==> src/rtl/ocp_mgr_pkg.sv <==
package ocp_mgr_pkg;
   typedef enum logic [1:0] {
      ST_RUN  = 2'd0,
      ST_WAIT = 2'd1,
      ST_HOLD = 2'd2
   } fault_st_t;
endpackage

==> src/rtl/ocp_qualifier.sv <==
module ocp_qualifier #(
   parameter int unsigned QUAL_CYCLES = 4
) (
   input  logic clk,
   input  logic rst_n,
   input  logic en,
   input  logic oc_det,
   output logic trip
);
   localparam int unsigned QW = (QUAL_CYCLES > 1) ? $clog2(QUAL_CYCLES) : 1;

   if (QUAL_CYCLES < 1) begin : g_bad_qual
      $error("QUAL_CYCLES must be at least 1");
   end

   if (QUAL_CYCLES == 1) begin : g_direct
      assign trip = en & oc_det;
   end else begin : g_count
      localparam logic [QW-1:0] LAST = QW'(QUAL_CYCLES - 1);
      logic [QW-1:0] run_cnt;

      always_ff @(posedge clk or negedge rst_n) begin
         if (!rst_n)
            run_cnt <= '0;
         else if (!en || !oc_det)
            run_cnt <= '0;
         else if (run_cnt != LAST)
            run_cnt <= run_cnt + 1'b1;
      end

      assign trip = en & oc_det & (run_cnt == LAST);


      trip_run_chk: assert property (@(posedge clk) disable iff (!rst_n)
         trip |-> $past(oc_det) && $past(en));
   end
endmodule

==> src/rtl/ocp_retry_timer.sv <==
module ocp_retry_timer #(
   parameter int unsigned RETRY_CYCLES = 100000
) (
   input  logic clk,
   input  logic rst_n,
   input  logic run,
   output logic done
);
   localparam int unsigned TW = (RETRY_CYCLES > 2) ? $clog2(RETRY_CYCLES) : 1;
   localparam logic [TW-1:0] LAST = TW'(RETRY_CYCLES - 1);

   if (RETRY_CYCLES < 2) begin : g_bad_retry
      $error("RETRY_CYCLES must be at least 2");
   end

   logic [TW-1:0] tick;

   always_ff @(posedge clk or negedge rst_n) begin
      if (!rst_n)
         tick <= '0;
      else if (!run || done)
         tick <= '0;
      else
         tick <= tick + 1'b1;
   end

   assign done = run & (tick == LAST);


   tick_bound_chk: assert property (@(posedge clk) disable iff (!rst_n)
      tick <= LAST);
endmodule

==> src/rtl/ocp_fault_mgr.sv <==
module ocp_fault_mgr
   import ocp_mgr_pkg::*;
#(
   parameter int unsigned QUAL_CYCLES  = 4,
   parameter int unsigned RETRY_CYCLES = 100000
) (
   input  logic clk,
   input  logic por_n,
   input  logic oc_det,
   input  logic retry_hold,
   input  logic standby,
   input  logic tsd_flag,
   input  logic uvlo_flag,
   output logic bridge_off,
   output logic fault_n
);
   fault_st_t state, state_nx;
   logic      oc_trip;
   logic      tmr_done;
   logic      qual_en;

   assign qual_en = (state == ST_RUN) & ~standby;

   ocp_qualifier #(.QUAL_CYCLES(QUAL_CYCLES)) qual_i (
      .clk    (clk),
      .rst_n  (por_n),
      .en     (qual_en),
      .oc_det (oc_det),
      .trip   (oc_trip)
   );

   ocp_retry_timer #(.RETRY_CYCLES(RETRY_CYCLES)) tmr_i (
      .clk   (clk),
      .rst_n (por_n),
      .run   (state == ST_WAIT),
      .done  (tmr_done)
   );

   always_comb begin
      state_nx = state;
      unique case (state)
         ST_RUN:  if (oc_trip) state_nx = retry_hold ? ST_HOLD : ST_WAIT;
         ST_WAIT: if (standby || tmr_done) state_nx = ST_RUN;
         ST_HOLD: if (standby) state_nx = ST_RUN;
         default: state_nx = ST_RUN;
      endcase
   end

   always_ff @(posedge clk or negedge por_n) begin
      if (!por_n)
         state <= ST_RUN;
      else
         state <= state_nx;
   end

   assign fault_n    = (state == ST_RUN);
   assign bridge_off = ~fault_n | tsd_flag | uvlo_flag;


   fault_entry_chk: assert property (@(posedge clk) disable iff (!por_n)
      $fell(fault_n) |-> $past(oc_trip));


   timed_release_chk: assert property (@(posedge clk) disable iff (!por_n)
      $rose(fault_n) |-> $past(tmr_done) || $past(standby));


   hold_keep_chk: assert property (@(posedge clk) disable iff (!por_n)
      (state == ST_HOLD) && !standby |=> (state == ST_HOLD));


   standby_clear_chk: assert property (@(posedge clk) disable iff (!por_n)
      standby |=> fault_n);


   fault_forces_off_chk: assert property (@(posedge clk) disable iff (!por_n)
      !fault_n |-> bridge_off);
endmodule

==> config.mk <==
export PLATFORM = sky130hd
export DESIGN_NAME = ocp_fault_mgr
export DESIGN_NICKNAME = d
export VERILOG_FILES = /design/src/rtl/ocp_mgr_pkg.sv /design/src/rtl/ocp_qualifier.sv /design/src/rtl/ocp_retry_timer.sv /design/src/rtl/ocp_fault_mgr.sv
export SDC_FILE = /design/constraint.sdc
export NUM_CORES = 1
export LEC_CHECK = 0
export CORE_ASPECT_RATIO = 0.8
export CORE_MARGIN = 2
export CORE_UTILIZATION = 55
export DETAILED_ROUTE_END_ITERATION = 6
export PLACE_DENSITY = 0.76
export SYNTH_ARGS = -nofsm -noshare
export SYNTH_HDL_FRONTEND = slang
export SYNTH_SLANG_ARGS = --single-unit
==> constraint.sdc <==
create_clock -name clk -period 1.9 [get_ports clk]
set_clock_uncertainty 0.1 [all_clocks]
set_input_delay 0.19 -clock clk [delete_from_list [all_inputs] [get_ports clk]]
set_output_delay 0.19 -clock clk [all_outputs]
set_load 0.01 [all_outputs]
==> results of run 1 <==
## registers in the layout, summed over array words and instances, names as in the netlist
register and cells:
qual_i.g_count.run_cnt 2, state 2, tmr_i.tick 17
## area by class of cell
| cell class | instances | area, um^2 | share of cell area (%) |
|---|---|---|---|
| Tap cell | 24 | 30.0 | 2.49 |
| Inverter | 4 | 15.0 | 1.24 |
| Multi-Input combinational cell | 76 | 495 | 41.0 |
| Clock buffer | 3 | 22.5 | 1.87 |
| Timing Repair Buffer | 12 | 114 | 9.43 |
| Clock inverter | 1 | 5.00 | 0.415 |
| Sequential cell | 21 | 526 | 43.5 |
## cell usage after synthesis (all sizes together)
cell,instances
nor3,6
and2,1
nor2b,1
xnor2,10
and4,1
nor2,21
ha,2
a31oi,1
mux2i,1
xor2,6
nand2,5
dfrtp,21
nand4,7
o32ai,1
nor4,6
nand3,5
buf,2
o31ai,1
nand3b,1
inv,4
## worst paths after layout
| path | cells past startpoint | end | slack (ns) | startpoint |
|---|---|---|---|---|
| setup / recovery | 3 | bridge_off | 0.14 | state[1] |
| hold / removal | 2 | tmr_i.tick[14] | 0.10 | por_n |
| min in group clk | 2 | state[1] | 0.37 | standby |
| hold reg to reg | 1 | state[1] | 0.40 | state[0] |
| max in group asynchronous | 2 | state[0] | 1.39 | por_n |
| setup reg to reg | 5 | tmr_i.tick[15] | 0.17 | tmr_i.tick[12] |
## metrics by stage
step                      hold slack, ns  cell area (um^2)  setup slack, ns  power, mW  utilization, %
after floorplan                   -0.206              1040            0.280      0.467               -
after global placement             0.341              1170            0.200      0.494            63.5
after detailed placement           0.358              1170            0.124      0.496            63.5
after CTS                         0.0929              1190           0.0752      0.716            65.0
after global routing               0.137              1210           0.0361      0.730            65.6
final                              0.101              1210            0.135      0.706            65.6
## cell families after synthesis
kind of cell,after synthesis
and+or+nand+nor,54
AOI/OAI and AO/OA,3
buffers and inverters,6
adders and majority gates,2
DFF,21
muxes,1
xor gates and xnor gates,16
## report_power, final
group	switching, mW	internal, mW
logic	0.0177	0.0186
registers	0.00159	0.449
clock network	0.140	0.0789
total	0.159	0.546
## metal layers
| metal | vias up | track usage [%] | share of wire, % |
|---|---|---|---|
| li1 | 385 | - | - |
| met1 | 378 | 31.1 | 51 |
| met2 | 7 | 30.5 | 45 |
| met3 | 3 | 7.39 | 3.1 |
| met4 | 0 | 6.15 | 0.99 |
| met5 | - | 0 | 0 |
## layout by cell type (no fill, tap or decap), types with 2 or more instances in the layout
master	count
ha_1	2
nor4_1	5
inv_1	4
xor2_1	6
nand4_1	5
dfrtp_1	21
nand2_1	5
nand4_2	2
xnor2_1	10
nor2_1	20
buf_4	3
nand3_1	5
clkbuf_4	3
nor3_1	6
clkdlybuf4s50_1	8
## timing repair
action | in CTS | in global routing
setup buffers | 0 | 0
setup endpoints to repair | 0 | 12
resized for setup | 0 | 3
==> impl_metrics.csv, run 1 <==
group,metric,value,unit
status,status,"complete, no violations",
run,drv_cap,0,
synth,synth_area_leaders,"dfrtp_1 (50%), xnor2_1 (8.4%), nor2_1 (7.6%), xor2_1 (5.0%), nor4_1 (3.6%)",
clock_network,cts_tree,"done",
sta,rsz0062_at_grt,"no",
sta,post-route-period-util,92.9,%
synth,yosysSeqAreaShare,50.4,%
drt,drc,0,
drt,viasPerCell,5.48,
die,fp.coreArea,0.00184,mm^2
die,start_util,56.7,%
die,die-area,0.00226,mm^2
layout,fill_cells,153,
placement,dp_cells,137,
layout,layout.nets,127,
grt,grt_first_pass_wirelength,3440,um
placement,hpwl,1520,um
grt,track_usage,21.5,%
setup_path,cp-start-kind,"flip-flop",
synth,synthMuxAreaShare,0.959,%
setup_path,crit_type,"reg2out",
placement,port_buffers,8,
drt,drtPass1Iterations,4,
clock_network,clock_latency,0.31,ns
clock_network,ctsHoldBuffers,0,
synth,postSynthCellCount,103,
drt,vias,773,
synth,synthesis.area,0.00104,mm^2
synth,ys_ff_latch,21,
synth,synth_top_family_by_area,"simple AND/OR/NAND/NOR gates",
clock_network,cts_buffer_depth,2,
setup_path,max_stage_delay,0.48,ns
layout,drive_gt1_share,11.1,%
setup_path,cp_top_family,"buffers and inverters",
synth,syn_avg_cell_area,10.1,um^2
layout,layout.cells.non_filler,141,
placement,place_congestion,0.793,
setup_path,end_kind,"output pin",
clock_network,cts_buffers,3,
sta,max_freq,567,MHz
die,rows,14,
setup_path,crit_slowest_cell,"clkdlybuf4s50_1",
setup_path,critPathRequiredTime,1.61,ns
sta,finalHoldViolations,0,
sta,slew_headroom,76.5,%
power,ir_worst_vdd,0.555,mV
die,io_pins,9,
setup_path,cp_max_fo,3,
power,p_leak,0.484,nW
synth,synth_top_area_share,50.4,%
clock_network,cts_root_buffer,"clkbuf_4",
sta,slew_violations,0,
sta,final-setup-viol-count,0,
layout,n_antenna_cell,0,
worst_hold_path,hold_class,"in2async",
synth,ys_types,22,
clock_network,clock-sinks,21,
grt,antenna_found_initial,0,
synth,synth_compound_area_share,3.48,%
setup_path,arrival,1.47,ns
die,die_h,43.0,um
grt,grt_pass1_vias,751,
layout,area.growth.synth_to_final,15.7,%
synth,yosys.area_share.simple,26.4,%
drt,drt_wl_total,2020,um
setup_path,worstPathCellList,"nor2_2, nand2_1, clkdlybuf4s50_1",
drt,routedWlPerCell,14.3,um
synth,ys_warn_count,0,
die,die_w,52.7,um
grt,grt_max_degree,22,
clock_network,clk_pin_slew,0.11,ns
synth,synth-adder-area-share,2.40,%
synth,syn_nets,112,
sta,worstMarginPinSlew,0.349,ns
synth,synth-xor-area-share,13.4,%
power,power_density,584,mW/mm^2
sta,final.setup.tns,0,ns
drt,antenna_left,0,
setup_path,critPathBufInv,1,
sta,fin_crit,1.76,ns
synth,synth_top_area_cell,"dfrtp_1",
clock_network,cts-htree-levels,1,
grt,overflow,0,
drt,drt_iter0_markers,17,
Power figures use the tool's default switching activity.
==> run 2, diff against run 1 <==
--- a/config.mk
+++ b/config.mk
@@ -12,4 +12,5 @@
 export PLACE_DENSITY = 0.76
 export SYNTH_ARGS = -nofsm -noshare
 export SYNTH_HDL_FRONTEND = slang
+export SYNTH_HIERARCHICAL = 1
 export SYNTH_SLANG_ARGS = --single-unit
==> run 2 against run 1 <==
Net effect:
- the flow now finishes with violations (setup timing)
- total power increased by 0.79%
- non-clock buffer count increased by 6
- first-iteration DRC count unchanged
- design area increased by 5.5%
- setup slack got worse by 0.20 ns
- sequential power about the same
- synthesized area increased by 2.9%
- sequential share of layout area decreased by 2.3 points
- fmax decreased by 10%
- die area increased by 2.6%
- cell count increased by 7.8%
- critical path type is now reg2reg
- highest routed layer unchanged
==> impl_metrics.csv, run 2 <==
group,metric,value,unit
power,power_density,558,mW/mm^2
layout,final_cell_mix,"nor2_1 (24), dfrtp_1 (21), xnor2_1 (14), buf_4 (10), clkdlybuf4s50_1 (8)",
grt,overflow,0,
synth,postSynthCellCount,107,
drt,drtPass1Iterations,5,
grt,track_usage,22.5,%
synth,ys_warn_count,6,
sta,rsz0062_at_grt,"yes",
synth,synth_area_leaders,"dfrtp_1 (49%), xnor2_1 (11%), nor2_1 (8.7%), nand4_1 (2.9%), ha_1 (2.3%)",
synth,synth_commonest_cells,"nor2_1 (25), dfrtp_1 (21), xnor2_1 (14)",
setup_path,reg2reg_slack,-0.07,ns
sta,slew_headroom,77.2,%
synth,synthesis.area,0.00107,mm^2
layout,regArea,526,um^2
synth,synthArstFlopShare,100,%
synth,yosysMostFrequentCell,"nor2_1",
power,p_clk_share,31.4,%
setup_path,end_kind,"flip-flop",
power,p_int,547,uW
die,rows,14,
die,start_util,57.8,%
sta,fin_crit,1.97,ns
sta,max_freq,508,MHz
layout,drive_gt1_share,18.0,%
synth,synth_top_area_share,49.0,%
placement,hpwl,1510,um
drt,drc,0,
die,io_pins,9,
layout,fill_cells,155,
grt,antenna_found_initial,0,
power,power,711,uW
status,status,"complete, but fails checks",
setup_path,cp-start-kind,"flip-flop",
die,die-area,0.00232,mm^2
power,swShare,23.1,%
synth,ys_ff_latch,21,
sta,worstMarginPinSlew,0.338,ns
setup_path,crit_type,"reg2reg",
layout,fin_util,68.6,%
grt,grt_first_pass_wirelength,3670,um
placement,place_congestion,0.818,
power,p_switching,164,uW
run,drv_cap,0,
sta,hold-worst-slack,0.0952,ns
layout,reg.largest.list,"tmr_i/tick x17, qual_i/g_count.run_cnt x2, state x2",
sta,final.setup.tns,-0.0693,ns
sta,finalHoldViolations,0,
drt,antenna_left,0,
sta,slew_violations,0,
power,ir_worst_vdd,0.391,mV
grt,grt_pass1_vias,814,
synth,synth_edf_count,0,
synth,synth_top_area_cell,"dfrtp_1",
setup_path,reg2reg_to,"state[0]",
layout,top_register,"tmr_i/tick",
sta,final-setup-viol-count,1,
status,violations,"setup timing",
die,die_w,53.4,um
clock_network,cts_root_buffer,"clkbuf_4",
clock_network,cts_buffers,3,
setup_path,critPathRequiredTime,2.03,ns
drt,routedWlPerCell,13.9,um
setup_path,cp_max_fo,3,
synth,ys_types,24,
placement,port_buffers,8,
layout,layout.nets,138,
clock_network,cts_buffer_depth,2,
setup_path,crit_slowest_cell,"or4b_1",
clock_network,clk_pin_slew,0.12,ns
layout,multi_input_area,517,um^2
synth,synth_top_flop_cell,"dfrtp_1",
die,die_h,43.5,um
worst_hold_path,hold_class,"in2async",
setup_path,arrival,2.09,ns
setup_path,worstPathCellList,"or4b_1, or4_4, nor2_2, nor2_1, a32o_2",
sta,post-route-period-util,104,%
clock_network,clock_latency,0.32,ns
sta,fin_ws,-0.0693,ns
synth,syn_avg_cell_area,10.0,um^2
layout,largest_reg_flops,17,
clock_network,ctsHoldBuffers,0,
setup_path,cp_top_family,"simple AND/OR/NAND/NOR gates",
setup_path,worstReg2RegStart,"tmr_i/tick[12]",
drt,viasPerCell,5.41,
placement,place_ws,-0.0331,ns
drt,vias,823,
power,p_leak,0.509,nW
clock_network,cts_tree,"done",
setup_path,critPathBufInv,0,
synth,syn_nets,116,
power,pwr-share-seq,63.4,%
synth,yosysSeqAreaShare,49.0,%
drt,drt_wl_total,2110,um
layout,area.growth.synth_to_final,18.6,%
layout,final_common_cell,"nor2_1",
clock_network,cts-htree-levels,1,
drt,drt_iter0_markers,17,
clock_network,clock-sinks,21,
setup_path,rr_worst_depth,5,
die,fp.coreArea,0.00186,mm^2
layout,n_antenna_cell,0,
setup_path,max_stage_delay,0.51,ns
grt,grt_max_degree,22,
power,comb_power_share,5.2,%
[run 2: layout make-up]
cell class / instances / area share (%)
Sequential cell: 21 / 41.3
Multi-Input combinational cell: 80 / 40.6
Timing Repair Buffer: 18 / 12.2
Tap cell: 24 / 2.36
Clock buffer: 3 / 1.77
Inverter: 5 / 1.47
Clock inverter: 1 / 0.393
[run 2: repair_timing]
| item | CTS | global route |
|---|---|---|
| resized for setup | 0 | 2 |
| setup buffers | 0 | 0 |
| endpoints found under the setup margin | 1 | 4 |
[run 2: cells by family (layout without fill, tap and decap cells)]
family,after synthesis,in the layout,synth area share (%)
simple gates,59,59,29.3
flops,21,21,49.0
xor+xnor,16,16,13.1
buf+inv,6,27,3.61
fa+ha+maj,2,2,2.33
compound gates,2,2,1.86
mux,1,1,0.932
[run 2: how the worst max path moves through the flow]
stage / start / to / cells after the start
floorplan: tmr_i/tick[12] / state[0] / 5
global placement: tmr_i/tick[12] / state[0] / 5
detailed placement: tmr_i/tick[12] / state[0] / 5
CTS: tmr_i/tick[12] / state[0] / 5
global route: tmr_i/tick[12] / state[0] / 5
finish: tmr_i/tick[12] / state[0] / 5
[run 2: power by group through the flow]
stage	clock network [mW]	registers, mW	logic, mW
2_1_floorplan	0	0.459	0.00922
3_3_place_gp	0	0.459	0.0360
3_5_place_dp	0	0.459	0.0381
4_1_cts	0.233	0.451	0.0383
5_1_grt	0.250	0.451	0.0429
6_report	0.223	0.451	0.0371
[run 2: per-stage QoR]
stage          cells  cell area (um^2)
6_report         152              1270
5_1_grt          152              1270
4_1_cts          152              1270
3_5_place_dp     148              1240
3_3_place_gp     148              1240
2_1_floorplan    107              1070
[run 2: layer usage]
layer / vias to the layer above / part of all wire, % / track usage (%)
met2: 11 / 47 / 34.1
li1: 405 / - / -
met4: 0 / 1.9 / 9.23
met5: - / 0 / 0
met1: 402 / 48 / 29.8
met3: 5 / 3.3 / 7.24
[run 2: worst register-to-register path, cell delays in order (launching register included)]
cell and delay [ns]:
dfrtp_1 0.40, or4b_1 0.51, or4_4 0.47, nor2_2 0.12, nor2_1 0.05, a32o_2 0.23
